<file path="src/rtl/spi_fifo_status_pkg.sv">
// Shared constants for the SPI queue status block: flag bit indices and sizes.
package spi_fifo_status_pkg;
    localparam int NFLAG      = 8;
    localparam int NWAKE      = 4;
    localparam int F_TX_THR   = 0;
    localparam int F_TX_EMPTY = 1;
    localparam int F_RX_THR   = 2;
    localparam int F_RX_FULL  = 3;
    localparam int F_TX_OVR   = 4;
    localparam int F_TX_UND   = 5;
    localparam int F_RX_OVR   = 6;
    localparam int F_RX_UND   = 7;
endpackage

</file>
<file path="src/rtl/sfs_queue.sv">
// Synchronous FIFO with show-ahead read port and fill count.
// Assumes: a push when full and a pop when empty are dropped; clr empties the
// queue and takes priority over push and pop in the same cycle.
module sfs_queue #(
    parameter int DW    = 32,
    parameter int DEPTH = 32,
    localparam int AW   = $clog2(DEPTH),
    localparam int CW   = $clog2(DEPTH + 1)
) (
    input  logic          clk,
    input  logic          rst_n,
    input  logic          clr,
    input  logic          push,
    input  logic [DW-1:0] wdata,
    input  logic          pop,
    output logic [DW-1:0] rdata,
    output logic [CW-1:0] count,
    output logic          full,
    output logic          empty
);
    logic [DW-1:0] mem [DEPTH];
    logic [AW-1:0] wp, rp;
    logic          do_push, do_pop;

    assign full    = (count == CW'(DEPTH));
    assign empty   = (count == '0);
    assign do_push = push && !full && !clr;
    assign do_pop  = pop && !empty && !clr;
    assign rdata   = empty ? '0 : mem[rp];

    // Storage write; no reset needed for data.
    always_ff @(posedge clk) begin
        if (do_push) mem[wp] <= wdata;
    end

    // Pointer and count update.
    always_ff @(posedge clk) begin
        if (!rst_n || clr) begin
            wp    <= '0;
            rp    <= '0;
            count <= '0;
        end else begin
            if (do_push) wp <= (wp == AW'(DEPTH - 1)) ? '0 : wp + 1'b1;
            if (do_pop)  rp <= (rp == AW'(DEPTH - 1)) ? '0 : rp + 1'b1;
            case ({do_push, do_pop})
                2'b10:   count <= count + 1'b1;
                2'b01:   count <= count - 1'b1;
                default: count <= count;
            endcase
        end
    end

    a_r1_count_bound: assert property (@(posedge clk) disable iff (!rst_n)
        count <= CW'(DEPTH));
    a_r2_full_push_holds: assert property (@(posedge clk) disable iff (!rst_n)
        (push && full && !pop && !clr) |=> (count == CW'(DEPTH)));
    a_r2_empty_pop_holds: assert property (@(posedge clk) disable iff (!rst_n)
        (pop && empty && !push && !clr) |=> (count == '0));
    a_r9_clear_empties: assert property (@(posedge clk) disable iff (!rst_n)
        clr |=> (count == '0));
endmodule

</file>
<file path="src/rtl/sfs_flag_bank.sv">
// Bank of sticky write-1-to-clear flags.
// Assumes: wipe beats set, set beats w1c, so an event coinciding with a
// software clear is kept.
module sfs_flag_bank #(
    parameter int N = 8
) (
    input  logic         clk,
    input  logic         rst_n,
    input  logic [N-1:0] set,
    input  logic [N-1:0] w1c,
    input  logic [N-1:0] wipe,
    output logic [N-1:0] q
);
    for (genvar i = 0; i < N; i++) begin : g_bit
        // Per-bit sticky register with wipe > set > clear priority.
        always_ff @(posedge clk) begin
            if (!rst_n || wipe[i]) q[i] <= 1'b0;
            else if (set[i])       q[i] <= 1'b1;
            else if (w1c[i])       q[i] <= 1'b0;
        end

        a_r6_set_wins: assert property (@(posedge clk) disable iff (!rst_n)
            (set[i] && !wipe[i]) |=> q[i]);
        a_r5_w1c_clears: assert property (@(posedge clk) disable iff (!rst_n)
            (w1c[i] && !set[i]) |=> !q[i]);
        a_r5_sticky: assert property (@(posedge clk) disable iff (!rst_n)
            (q[i] && !w1c[i] && !wipe[i]) |=> q[i]);
    end
endmodule

</file>
<file path="src/rtl/spi_fifo_status.sv">
// SPI peripheral queue pair with sticky status, interrupt, wake and DMA requests.
// Assumes: one push and one pop strobe per side per cycle; thresholds compare
// against registered counts, so threshold flags lag a count change by one edge.
module spi_fifo_status
    import spi_fifo_status_pkg::*;
#(
    parameter int DW    = 32,
    parameter int DEPTH = 32,
    parameter int LW    = 6,
    localparam int CW   = $clog2(DEPTH + 1)
) (
    input  logic             clk,
    input  logic             rst_n,
    input  logic             bus_push,
    input  logic [DW-1:0]    bus_wdata,
    input  logic             bus_pop,
    output logic [DW-1:0]    bus_rdata,
    input  logic             spi_push,
    input  logic [DW-1:0]    spi_wdata,
    input  logic             spi_pop,
    output logic [DW-1:0]    spi_rdata,
    input  logic [LW-1:0]    tx_level,
    input  logic [LW-1:0]    rx_level,
    input  logic             tx_clear,
    input  logic             rx_clear,
    input  logic [NFLAG-1:0] flag_clr,
    input  logic [NFLAG-1:0] irq_en,
    input  logic [NWAKE-1:0] wake_clr,
    input  logic [NWAKE-1:0] wake_en,
    input  logic             tx_dma_en,
    input  logic             rx_dma_en,
    output logic [NFLAG-1:0] flags,
    output logic [NWAKE-1:0] wake_flags,
    output logic [CW-1:0]    tx_count,
    output logic [CW-1:0]    rx_count,
    output logic             irq,
    output logic             wake,
    output logic             tx_dma_req,
    output logic             rx_dma_req
);
    logic tx_full, tx_empty, rx_full, rx_empty;
    logic tx_low, rx_high;
    logic [NFLAG-1:0] set_v, wipe_v;

    sfs_queue #(.DW(DW), .DEPTH(DEPTH)) u_txq (
        .clk(clk), .rst_n(rst_n), .clr(tx_clear),
        .push(bus_push), .wdata(bus_wdata), .pop(spi_pop), .rdata(spi_rdata),
        .count(tx_count), .full(tx_full), .empty(tx_empty));

    sfs_queue #(.DW(DW), .DEPTH(DEPTH)) u_rxq (
        .clk(clk), .rst_n(rst_n), .clr(rx_clear),
        .push(spi_push), .wdata(spi_wdata), .pop(bus_pop), .rdata(bus_rdata),
        .count(rx_count), .full(rx_full), .empty(rx_empty));

    // Thresholds: TX asks for more data when low, RX asks to be drained when high.
    always_comb begin
        tx_low  = (32'(tx_count) < 32'(tx_level));
        rx_high = (32'(rx_count) > 32'(rx_level));
    end

    // Flag set conditions and per-queue wipe masks.
    always_comb begin
        set_v             = '0;
        set_v[F_TX_THR]   = tx_low;
        set_v[F_TX_EMPTY] = tx_empty;
        set_v[F_RX_THR]   = rx_high;
        set_v[F_RX_FULL]  = rx_full;
        set_v[F_TX_OVR]   = bus_push && tx_full;
        set_v[F_TX_UND]   = spi_pop && tx_empty;
        set_v[F_RX_OVR]   = spi_push && rx_full;
        set_v[F_RX_UND]   = bus_pop && rx_empty;
        wipe_v            = '0;
        wipe_v[F_TX_THR]  = tx_clear;
        wipe_v[F_TX_EMPTY]= tx_clear;
        wipe_v[F_TX_OVR]  = tx_clear;
        wipe_v[F_TX_UND]  = tx_clear;
        wipe_v[F_RX_THR]  = rx_clear;
        wipe_v[F_RX_FULL] = rx_clear;
        wipe_v[F_RX_OVR]  = rx_clear;
        wipe_v[F_RX_UND]  = rx_clear;
    end

    sfs_flag_bank #(.N(NFLAG)) u_irq_flags (
        .clk(clk), .rst_n(rst_n), .set(set_v), .w1c(flag_clr),
        .wipe(wipe_v), .q(flags));

    sfs_flag_bank #(.N(NWAKE)) u_wake_flags (
        .clk(clk), .rst_n(rst_n), .set(set_v[NWAKE-1:0]), .w1c(wake_clr),
        .wipe(wipe_v[NWAKE-1:0]), .q(wake_flags));

    // Masked event outputs and gated DMA requests.
    always_comb begin
        irq        = |(flags & irq_en);
        wake       = |(wake_flags & wake_en);
        tx_dma_req = tx_dma_en && tx_low;
        rx_dma_req = rx_dma_en && rx_high;
    end

    a_r3_tx_req_low: assert property (@(posedge clk) disable iff (!rst_n)
        tx_dma_req |-> (32'(tx_count) < 32'(tx_level)));
    a_r4_rx_req_high: assert property (@(posedge clk) disable iff (!rst_n)
        rx_dma_req |-> (32'(rx_count) > 32'(rx_level)));
    a_r10_dma_gated: assert property (@(posedge clk) disable iff (!rst_n)
        !(tx_dma_en || rx_dma_en) |-> !(tx_dma_req || rx_dma_req));
    a_r7_tx_overrun: assert property (@(posedge clk) disable iff (!rst_n)
        (bus_push && tx_full && !tx_clear) |=> flags[F_TX_OVR]);
    a_r8_rx_underrun: assert property (@(posedge clk) disable iff (!rst_n)
        (bus_pop && rx_empty && !rx_clear) |=> flags[F_RX_UND]);
    a_r11_irq_needs_flag: assert property (@(posedge clk) disable iff (!rst_n)
        irq |-> (flags != '0));
endmodule

</file>
<file path="config.mk">
export PLATFORM = sky130hd
export DESIGN_NAME = spi_fifo_status
export DESIGN_NICKNAME = d
export VERILOG_FILES = /design/src/rtl/spi_fifo_status_pkg.sv /design/src/rtl/sfs_queue.sv /design/src/rtl/sfs_flag_bank.sv /design/src/rtl/spi_fifo_status.sv
export SDC_FILE = /design/constraint.sdc
export NUM_CORES = 2
export LEC_CHECK = 0
export BUFFER_PORTS_ARGS = -buffer_cell sky130_fd_sc_hd__buf_2
export CORE_MARGIN = 5
export CORE_UTILIZATION = 35
export CTS_CLUSTER_SIZE = 10
export DETAILED_ROUTE_END_ITERATION = 10
export SLEW_MARGIN = 10
export SYNTH_ARGS = -nofsm -noshare
export SYNTH_HDL_FRONTEND = slang
export SYNTH_HIERARCHICAL = 1
export SYNTH_SLANG_ARGS = --single-unit
</file>
<file path="constraint.sdc">
create_clock -name clk -period 4 [get_ports clk]
set_input_delay 0.4 -clock clk [delete_from_list [all_inputs] [get_ports clk]]
set_output_delay 0.4 -clock clk [all_outputs]
set_load 0.1 [all_outputs]
</file>
== Yosys cells after proc, flatten, opt, wreduce, memory -nomap -nowiden ==
Memories as Yosys holds them, arrays and structs flattened. A register that Yosys moved wholly into a read port is not among the register bits.
Cells that the tools add are included.
Storage, ports and cells
  bits in registers: 44
  RAM bits: 2048
  bits of input ports: 110
  output and inout bits: 92
  word-level logic and storage cells: 123
  memories kept: 2
Memory list
  u_rxq.mem: words 32, width 32, rd ports 1, clocked after Yosys merged registers in 1, write ports 1, line sfs_queue.sv:21  | logic [DW-1:0] mem [DEPTH];
  u_txq.mem: words 32, width 32, rd ports 1, clocked after Yosys merged registers in 1, write ports 1, line sfs_queue.sv:21
Cells by class
  add/sub/neg operators: 8
  magnitude comparators: 2
  equal/unequal tests: 10
  mux-type cells: 40
  bitwise gates (word level): 2
  reduce and logical (&&, ||, !) cells: 41
Operators by type and width (number)
  $mux 32: 2
  $mux 5: 8
  $mux 1: 28
  $reduce_bool 2->1: 14
  $pmux 6 s2: 2
  $add 5x1->5 const B: 4
  $eq 5x5->1 const B: 4
  $logic_and 1x1->1: 14
  $add 6x1->6 const B: 2
  $eq 6x6->1 const B: 2
  $logic_not 6->1: 2
  $sub 6x1->6 const B: 2
  $and 8x8->8: 1
  $reduce_or 8->1: 1
  $logic_not 1->1: 7
  $gt 6x6->1: 1
  $lt 6x6->1: 1
  $and 4x4->4: 1
  $eq 2x1->1 const B: 2
  $eq 2x2->1 const B: 2
  $reduce_or 4->1: 1
  $logic_or 1x1->1: 2

== Logic depth before layout (Yosys ltp) ==
  depth after elaboration: 6
  depth in mapped cells: 13
  mapped depth without buffers: 11

== By module ==
Netlist, hierarchy kept.
By module, submodules not included
  sfs_queue: instances 2, cells each 1783, area an instance 40299.9 um^2, sequential area each 31169.9 um^2
  spi_fifo_status: instances 1, cells each 53, area an instance 382.9 um^2, sequential area each 0.0 um^2
  sfs_flag_bank at u_irq_flags: instances 1, cells each 33, area an instance 327.8 um^2, sequential area each 160.2 um^2
  sfs_flag_bank at u_wake_flags: instances 1, cells each 16, area an instance 160.2 um^2, sequential area each 80.1 um^2

== Worst setup path before layout ==
OpenSTA, ideal clock, no wires.
  path kind: register -> output
  start: register u_txq.count[3]
  end: output port tx_dma_req
  arrival: 4815 ps
  required time: 3600 ps
  slack: -1215 ps
  stages on the path, launching flop included: 5
  path buffers: 0
  cell sequence: dfxtp_1 ha_1 a21oi_1 o21ai_0 nor4b_1
On the way
  cells in the longest elaborated chain, start to end: 2
Ends and longest elaborated chain
  start, declared: line sfs_queue.sv:17  | output logic [CW-1:0] count,
  start signal, assigned: line sfs_queue.sv:46  | 2'b10: count <= count + 1'b1;
  start signal, assigned: line sfs_queue.sv:47  | 2'b01: count <= count - 1'b1;
  start signal, assigned: line sfs_queue.sv:48  | default: count <= count;
  $lt 6x6->1: line spi_fifo_status.sv:57  | tx_low = (32'(tx_count) < 32'(tx_level));
  $logic_and 1x1->1: line spi_fifo_status.sv:95  | tx_dma_req = tx_dma_en && tx_low;
  end, declared: line spi_fifo_status.sv:38  | output logic tx_dma_req,
Every way passes these cells.

==> metrics.txt <==
Critical-path top delay cell dfxtp_4; critical path capture point type output pin; global route total overflow 0; largest area contributor in the netlist edfxtp_1; area added between synthesis and finish 17.0%; clk_skew 0.0414 ns; Num Clock Sinks 2102; initial core utilization 35.1%; Crit path required time 3.60 ns; Hold/Removal Path Class input pin to register; Final ANT Viol Nets 0; placed instance area 87800 um^2; final worst slack 0.166 ns; power after layout 44.1 mW; asr flop ratio synth 0%; unrepaired setup endpoints after global routing no; vias per inst 5.44; Distinct cells, synth 51; Clk Latency, worst-skew pair 0.86 ns; Final Instance Area 95300 um^2; Die Area 243000 um^2; Tmin final 3.83 ns; Hold Vio Cnt, Final 0; Final #Nets 4337; first-pass GRT wire length 289000 um; IO Count 202; vias in the first global route 41000; pins over their slew limit 0; layout cell share with drive strength beyond 1 34.0%; Iter 0 DRT Violations 3710; Clk pin slew, worst setup/hold paths 0.06 ns; # fillers 20200; outcome finished, final reports clean; dominant cells by area after synthesis edfxtp_1, mux4_2, mux2_2; Synth Instances 3668; Max VDD drop 0.469 mV; pre-CTS WS 0.657 ns; max cap viols 0; WHS 0.0612 ns; largest net degree at the start of global routing 65; Rel. slew slack 40.2%; wire per inst 27.0 um; initial antenna violation count 5; Post-synth EDFFs 2048; period utilisation layout 95.9%; Remaining DRCs 0; drt pass-1 iters 5; worst path arrival time 3.43 ns; Achievable Freq 261 MHz; CTS tree done; Port Buffer Count 201; FF+latch count, synth 2102; ordered list of cells on the worst path nand3b_1 > buf_4 > o22ai_1 > nor4_1 > buf_4 > buf_2; vias 39700; CP peak stage delay 0.70 ns; Post-Syn Nets 3809; H-tree depth 4; DP HPWL 111000 um; critical path peak fanout 30; share of the synthesized area in the top cell type 75.5%; power per cell area 462 nW/um^2; CP most frequent cell buf_4; row cnt 177; sequential area share after synthesis 76.8%; Syn Area/Cell 22.2 um^2; Final setup violation count 0; Die W 492 um; routed wire length 197000 um; Crit Path Category register to output pin; Worst Max-Slew Pin Slew 0.889 ns; Synth warnings 6; CTS buffer count 232; CTS root buffer clkbuf_16; Placed Cells 6917; Static Leakage 29.3 nW; gpl congestion 0.746; Post-Syn Area 81500 um^2; ys flop type edfxtp_1; Post-Layout Cell Count 7295; Core Region 232000 um^2; die height 492 um; clk buf depth 3; aggregate global-route resource usage 16.1%; Startpoint Class register
==> stage by stage <==
| stage | util (%) | setup TNS (ns) |
|---|---|---|
| after global placement | 37.8 | 0 |
| after global routing | 41.1 | 0 |
| after detailed placement | 37.8 | 0 |
| final | 41.1 | 0 |
| after CTS | 41.0 | 0 |
| after floorplan | - | -53.06 |
==> path summary, 6_finish.rpt <==
path | from | cells after the start | slack [ns] | endpoint
min | tx_clear | 4 | 0.06 | u_txq/wp[2]
min reg2reg | u_txq/wp[0] | 2 | 0.54 | u_txq/wp[0]
max reg2reg | u_rxq/count[3] | 12 | 0.62 | u_rxq/count[4]
max | register | 6 | 0.17 | bus_rdata[2]
==> cell usage after synthesis (all sizes together) (3+ instances only) <==
cell type and n:
a211oi 66, a21o 3, a21oi 23, a22oi 10, a31oi 6, and2 6
and3 4, buf 131, clkbuf 76, dfxtp 54, edfxtp 2048, ha 31
inv 37, mux2 130, mux2i 8, mux4 512, nand2 26, nand2b 13
nand3 9, nand3b 10, nand4 5, nor2 94, nor2b 81, nor3 10
nor4 66, nor4b 3, o211a 12, o21ai 18, o22ai 130, or2 4
or3 10, or3b 4, or4 4, xor2 10
==> power breakdown <==
part / leakage (nW) / internal [mW] / total, mW / switching, mW
Clock: 3.12 / 10.6 / 18.7 / 8.13
Sequential: 18.9 / 24.2 / 24.2 / 0.0192
Combinational: 7.31 / 0.332 / 1.15 / 0.818
==> worst max-delay path: cells and delay by family (launching register included) <==
kind / cells / cell delay (ns)
DFF: 1 / 0.70
and+or+nand+nor: 2 / 0.94
buffers and inverters: 3 / 0.88
AOI/OAI and AO/OA: 1 / 0.09
==> area by class of cell <==
| cell class | instances | area, um^2 | area share, % |
|---|---|---|---|
| Sequential cell | 2102 | 62600 | 65.7 |
| Multi-Input combinational cell | 1322 | 18100 | 19.0 |
| Clock buffer | 264 | 5970 | 6.26 |
| Timing Repair Buffer | 501 | 4220 | 4.43 |
| Tap cell | 3043 | 3810 | 4.00 |
| Clock inverter | 25 | 475 | 0.499 |
| Inverter | 37 | 139 | 0.146 |
| Antenna cell | 1 | 2.50 | 0.00263 |
==> sequential cells by signal, indices dropped and copies added, names as in the netlist, named ones only <==
register,flops
u_rxq/mem,1024
u_txq/mem,1024
u_irq_flags/q,8
u_rxq/count,6
u_txq/count,6
u_rxq/rp,5
u_rxq/wp,5
u_txq/rp,5
u_txq/wp,5
u_wake_flags/q,4
==> logic make-up after synthesis <==
logic type	Yosys count	synth area share, %
DFF	2102	76.8
AOI/OAI and AO/OA	277	2.33
and+or+nand+nor	352	2.42
xor gates and xnor gates	12	0.129
muxes	650	16.0
adders and majority gates	31	0.476
buffers and inverters	244	1.79
==> layer usage <==
metal	wire length (um)	GRT usage [%]
met5	29	0
met3	12200	2.94
met4	3490	3.56
met1	83400	22.1
met2	98200	26.9
==> timing repair <==
item                                   4_1_cts  5_1_grt
gates resized for setup                     14       16
endpoints found under the hold margin     1038        0
hold buffers                                73        0
setup buffers                               14        0
setup endpoints to repair                   41       15
gates cloned                                 0        1
==> cell usage in the layout, fill, tap and decap left out, types with 46 or more instances in the layout <==
cell type	synthesis	layout
a211oi_1	66	64
buf_4	61	196
edfxtp_1	2048	2048
dlygate4sd3_1	0	73
nor2b_1	81	81
mux4_2	512	512
o22ai_1	130	124
buf_2	34	170
buf_12	0	49
nor2_4	0	64
clkbuf_16	0	234
dfxtp_1	54	46
mux2_2	130	130
(Power assumes the default switching activity.)
